==> src/rtl/tps_pkg.sv <==
package tps_pkg;
  typedef enum logic [1:0] {
    SRC_HALF = 2'b00,
    SRC_PIN0 = 2'b01,
    SRC_PIN1 = 2'b10,
    SRC_PIN2 = 2'b11
  } src_e;

  localparam int unsigned TPS_PINS = 3;
endpackage

==> src/rtl/tps_edge_sync.sv <==
module tps_edge_sync #(
  parameter int unsigned STAGES = 2
) (
  input  logic clk,
  input  logic rst,
  input  logic pin,
  output logic rise
);
  // STAGES synchronizer flops followed by one history flop for edge detection
  logic [STAGES:0] shreg;

  always_ff @(posedge clk) begin
    if (rst) shreg <= '0;
    else     shreg <= {shreg[STAGES-1:0], pin};
  end

  assign rise = shreg[STAGES-1] & ~shreg[STAGES];

  // a rising edge yields a single-cycle pulse
  assert_single_pulse_R4: assert property (@(posedge clk) disable iff (rst)
    rise |=> !rise);
endmodule

==> src/rtl/tps_src_mux.sv <==
module tps_src_mux #(
  parameter int unsigned N_PINS = 3,
  localparam int unsigned SEL_W = $clog2(N_PINS + 1)
) (
  input  logic              clk,
  input  logic              rst,
  input  logic              clr,
  input  logic [SEL_W-1:0]  sel,
  input  logic [N_PINS-1:0] pin_rise,
  output logic              step
);
  logic half_tgl;
  logic [N_PINS:0] srcs;

  always_ff @(posedge clk) begin
    if (rst || clr) half_tgl <= 1'b0;
    else            half_tgl <= ~half_tgl;
  end

  assign srcs = {pin_rise, half_tgl};
  assign step = srcs[sel];

  // the half-rate tick never fires on two consecutive clocks
  assert_half_alternates_R3: assert property (@(posedge clk) disable iff (rst || clr)
    (sel == '0 && half_tgl) |=> !half_tgl);
endmodule

==> src/rtl/tps_counter.sv <==
module tps_counter #(
  parameter int unsigned CNT_W = 21
) (
  input  logic             clk,
  input  logic             rst,
  input  logic             clr,
  input  logic             run,
  input  logic             step,
  output logic [CNT_W-1:0] cnt
);
  always_ff @(posedge clk) begin
    if (rst || clr)       cnt <= '0;
    else if (run && step) cnt <= cnt + 1'b1;
  end

  // value holds while stopped
  assert_hold_when_stopped_R6: assert property (@(posedge clk) disable iff (rst || clr)
    !run |=> $stable(cnt));
  // all ones wraps to zero
  assert_wrap_to_zero_R8: assert property (@(posedge clk) disable iff (rst || clr)
    (run && step && (&cnt)) |=> (cnt == '0));
  // each accepted pulse moves the count by exactly one
  assert_single_step_R4: assert property (@(posedge clk) disable iff (rst || clr)
    (run && step) |=> (cnt == $past(cnt) + 1'b1));
endmodule

==> src/rtl/tmr_prescaler.sv <==
module tmr_prescaler #(
  parameter int unsigned CNT_W       = 21,
  parameter int unsigned REG_W       = 24,
  parameter int unsigned SYNC_STAGES = 2
) (
  input  logic             clk,
  input  logic             rst,
  input  logic             soft_rst,
  input  logic [2:0]       timer_en,
  input  logic [2:0]       tmr_pin,
  input  logic             src_sel_wr,
  input  logic [1:0]       src_sel_wdata,
  output logic [1:0]       src_sel_q,
  output logic [REG_W-1:0] count_q
);
  import tps_pkg::*;

  localparam int unsigned PAD_W = REG_W - CNT_W;

  src_e                sel_r;
  logic [TPS_PINS-1:0] pin_rise;
  logic                step;
  logic                run;
  logic [CNT_W-1:0]    cnt;

  assign run = |timer_en;

  always_ff @(posedge clk) begin
    if (rst || soft_rst)       sel_r <= SRC_HALF;
    else if (src_sel_wr && !run) sel_r <= src_e'(src_sel_wdata);
  end

  // select is frozen while any timer is enabled
  assert_sel_locked_R7: assert property (@(posedge clk) disable iff (rst || soft_rst)
    run |=> $stable(sel_r));

  for (genvar p = 0; p < TPS_PINS; p++) begin : g_pin
    tps_edge_sync #(.STAGES(SYNC_STAGES)) i_sync (
      .clk  (clk),
      .rst  (rst),
      .pin  (tmr_pin[p]),
      .rise (pin_rise[p])
    );
  end

  tps_src_mux #(.N_PINS(TPS_PINS)) i_mux (
    .clk      (clk),
    .rst      (rst),
    .clr      (soft_rst),
    .sel      (sel_r),
    .pin_rise (pin_rise),
    .step     (step)
  );

  tps_counter #(.CNT_W(CNT_W)) i_cnt (
    .clk  (clk),
    .rst  (rst),
    .clr  (soft_rst),
    .run  (run),
    .step (step),
    .cnt  (cnt)
  );

  assign src_sel_q = sel_r;
  assign count_q   = {{PAD_W{1'b0}}, cnt};
endmodule

==> config.mk <==
export PLATFORM = sky130hd
export DESIGN_NAME = tmr_prescaler
export DESIGN_NICKNAME = d
export VERILOG_FILES = /design/src/rtl/tps_pkg.sv /design/src/rtl/tps_edge_sync.sv /design/src/rtl/tps_src_mux.sv /design/src/rtl/tps_counter.sv /design/src/rtl/tmr_prescaler.sv
export SDC_FILE = /design/constraint.sdc
export NUM_CORES = 1
export LEC_CHECK = 0
export ABC_AREA = 0
export CORE_ASPECT_RATIO = 0.6
export CORE_MARGIN = 1
export CORE_UTILIZATION = 38
export CTS_CLUSTER_DIAMETER = 60
export DETAILED_ROUTE_END_ITERATION = 6
export GPL_ROUTABILITY_DRIVEN = 1
export HOLD_SLACK_MARGIN = 0.12
export SLEW_MARGIN = 25
export SYNTH_ARGS = -nofsm -noshare
export SYNTH_HDL_FRONTEND = slang
export SYNTH_SLANG_ARGS = --single-unit
==> constraint.sdc <==
create_clock -name clk -period 5.5 [get_ports clk]
set_input_delay 1.1 -clock clk [delete_from_list [all_inputs] [get_ports clk]]
set_output_delay 1.1 -clock clk [all_outputs]
set_load 0.01 [all_outputs]
==> results.ini <==
[sta]
final.min_clock_period_ps = 2660
rsz0062_at_grt = false
max_freq_mhz = 376
maxSlewViolCount = 0
final-setup-viol-count = 0
worstMarginPinSlew_ps = 840
hold_violations = 0
fin_worst_skew_ps = 2.34
slew_headroom = 0.436
tns_ps = 0
hold-worst-slack_ps = 437
fin_crit_sh = 0.483

[yosys]
synth_top_area_cell = dfxtp_1
ys_seq_area_frac = 0.433
synth_edf_count = 0
ys_async_sr_fraction = 0
yosysWarnings = 0
synth_top_area_share = 0.433
netlist_area_sq_mm = 0.00153
synthCells = 172
synthTopCellsByArea = dfxtp_1 (43%), o31ai_1 (5.4%), or4_1 (5.4%)
synth_ff_type = dfxtp_1
postSynthAreaPerCell_sq_um = 8.87
synthDistinctLibCells = 31
synth_common_cells = dfxtp_1 (33), a21oi_1 (16), nand2_1 (16), nor2b_1 (12)
yosysMostFrequentCell = dfxtp_1
synth-seq-cells = 33

[worst_hold_path]
whs_path_depth = 1
hold_path_class = flip-flop to flip-flop
worstHoldEndpoint = i_mux.half_tgl
hold_start = i_mux.half_tgl

[floorplanning]
start_util = 0.407
rows = 17
io_pins = 38
die_x_microns = 83.8
coreArea_sq_mm = 0.00374
dieArea_sq_mm = 0.00428
die_y_microns = 51.1

[power_and_ir_drop]
p_comb_frac = 0.063
p_sw_frac = 0.237
vdd_drop_max_mv = 0.139
power.internal_mw = 0.343
seq_power_share = 0.543
p_per_area_mw_per_mm2 = 230
finalPower_mw = 0.449
power.switching_mw = 0.107
clock_power_share = 0.393
p_leak_nw = 0.618

[clock_network]
cts.root.buffer_cell = clkbuf_8
clock_latency_ps = 280
cts_buffers = 5
h-tree-depth = 2
cts_tree = built
clock_path_buffers = 2
cts.sinks = 33
cts_setup_buffers = 0
clk_pin_slew_ps = 70
cts_hold_buf = 0
cts_resized = 0

[finish]
diodes = 0
fill_cells = 352
drive_gt1_frac = 0.0539
area_delta_synth_final_pct = 28.1
nNetsFinal = 216
finalNonFillerCells = 251
multi_input_area_sq_um = 797
regArea_sq_um = 661

[worst_setup_path]
critical_path.top_delay_family = simple AND/OR/NAND/NOR gates
critPathLaunchType = input pin
crit_slowest_cell = or4_1
max_stage_delay_ps = 590
critical_path_class = input pin to flip-flop
crit_chain = clkdlybuf4s50_1 > or3_1 > nand2_1 > or4_1 > a21oi_1
crit_path_end_kind = flip-flop
r2r_slack_ps = 3420
worst-path-buf-inv = 1
timing.rr.end = i_cnt.cnt[19]
critPathArrivalTime_ps = 2860
ff2ff_path_depth = 3
worstPathRequired_ps = 5710
cp_max_fo = 15
r2r_start = src_sel_q[1]

[global_route]
grt_usage = 0.191
grt_pass1_wl_mm = 6.27
grt_overflow_total = 0
antenna_found_initial = 0
grt_pass1_vias = 1317
grt_max_degree = 33

[drt]
drt-total-wl_mm = 3.80
drtIter0Drc = 100
wl_per_cell_microns = 15.1
first_pass_iters = 4
vias_per_cell = 5.80
ant_nets = 0
dr_total_vias = 1456
drc = 0

[placed_design]
placed_cells = 243
hpwlAfterDp_mm = 2.66
place_congestion = 0.767
port_buffers = 34

[job]
drv_cap = 0

[status]
status = complete, no violations

==> cells by family after synthesis <==
group / count (synthesis) / share of synthesized area
AOI/OAI and AO/OA: 34 / 0.139
adders and majority gates: 1 / 0.00820
buffers and inverters: 15 / 0.0492
DFF: 33 / 0.433
muxes: 7 / 0.0623
other: 1 / 0.00246
and+or+nand+nor: 81 / 0.306
==> layout make-up <==
class,instances,area share
Inverter,3,0.00576
Clock inverter,3,0.00896
Timing Repair Buffer,34,0.174
Multi-Input combinational cell,126,0.408
Tap cell,47,0.0301
Sequential cell,33,0.338
Clock buffer,5,0.0352
==> flip-flops by register name, summed over array words and instances (netlist names) <==
| register | cells |
|---|---|
| i_cnt.cnt | 21 |
| g_pin.i_sync.shreg | 9 |
| src_sel_q | 2 |
| i_mux.half_tgl | 1 |
==> how the worst max path moves through the flow <==
stage / from / endpoint / slack (ps) / cells past startpoint
finish: timer_en[1] / i_cnt.cnt[19] / 2840 / 5
global placement: timer_en[1] / i_cnt.cnt[19] / 2670 / 5
global route: timer_en[0] / i_cnt.cnt[16] / 2700 / 5
detailed placement: timer_en[1] / i_cnt.cnt[19] / 2600 / 5
CTS: timer_en[1] / i_cnt.cnt[19] / 2890 / 5
floorplan: timer_en[1] / i_cnt.cnt[15] / 3210 / 5
==> layer usage <==
metal  up-vias  GRT usage  wire (microns)  share of wire
met5         -          0               0              0
met4         0     0.0678              37         0.0097
met3         5     0.0565             154          0.041
met2        31      0.294            1620           0.43
met1       721      0.256            1990           0.52
li1        699          -               -              -
==> placed cells by master (no fill, tap or decap), drive strengths merged, types with 8 or more instances in the layout <==
cell / instances
clkdlybuf4s50: 34
dfxtp: 33
nand2: 16
a21oi: 16
nor2b: 12
o31ai: 11
or4: 11
nand3: 10
or3: 8
==> power groups by stage <==
stage / Sequential [mW] / Combinational (mW) / Clock (mW)
2_1_floorplan: 0.249 / 0.0177 / 0
3_3_place_gp: 0.249 / 0.0274 / 0
3_5_place_dp: 0.250 / 0.0285 / 0
4_1_cts: 0.244 / 0.0286 / 0.181
5_1_grt: 0.245 / 0.0312 / 0.193
6_report: 0.244 / 0.0285 / 0.177
==> through the flow <==
stage / util / area, sq um / setup slack (ps)
final: 0.522 / 1950 / 2840
after global routing: 0.522 / 1950 / 2700
after CTS: 0.522 / 1950 / 2890
after detailed placement: 0.499 / 1870 / 2600
after global placement: 0.499 / 1870 / 2670
after floorplan: - / 1530 / 3210
(Power assumes the default switching activity.)
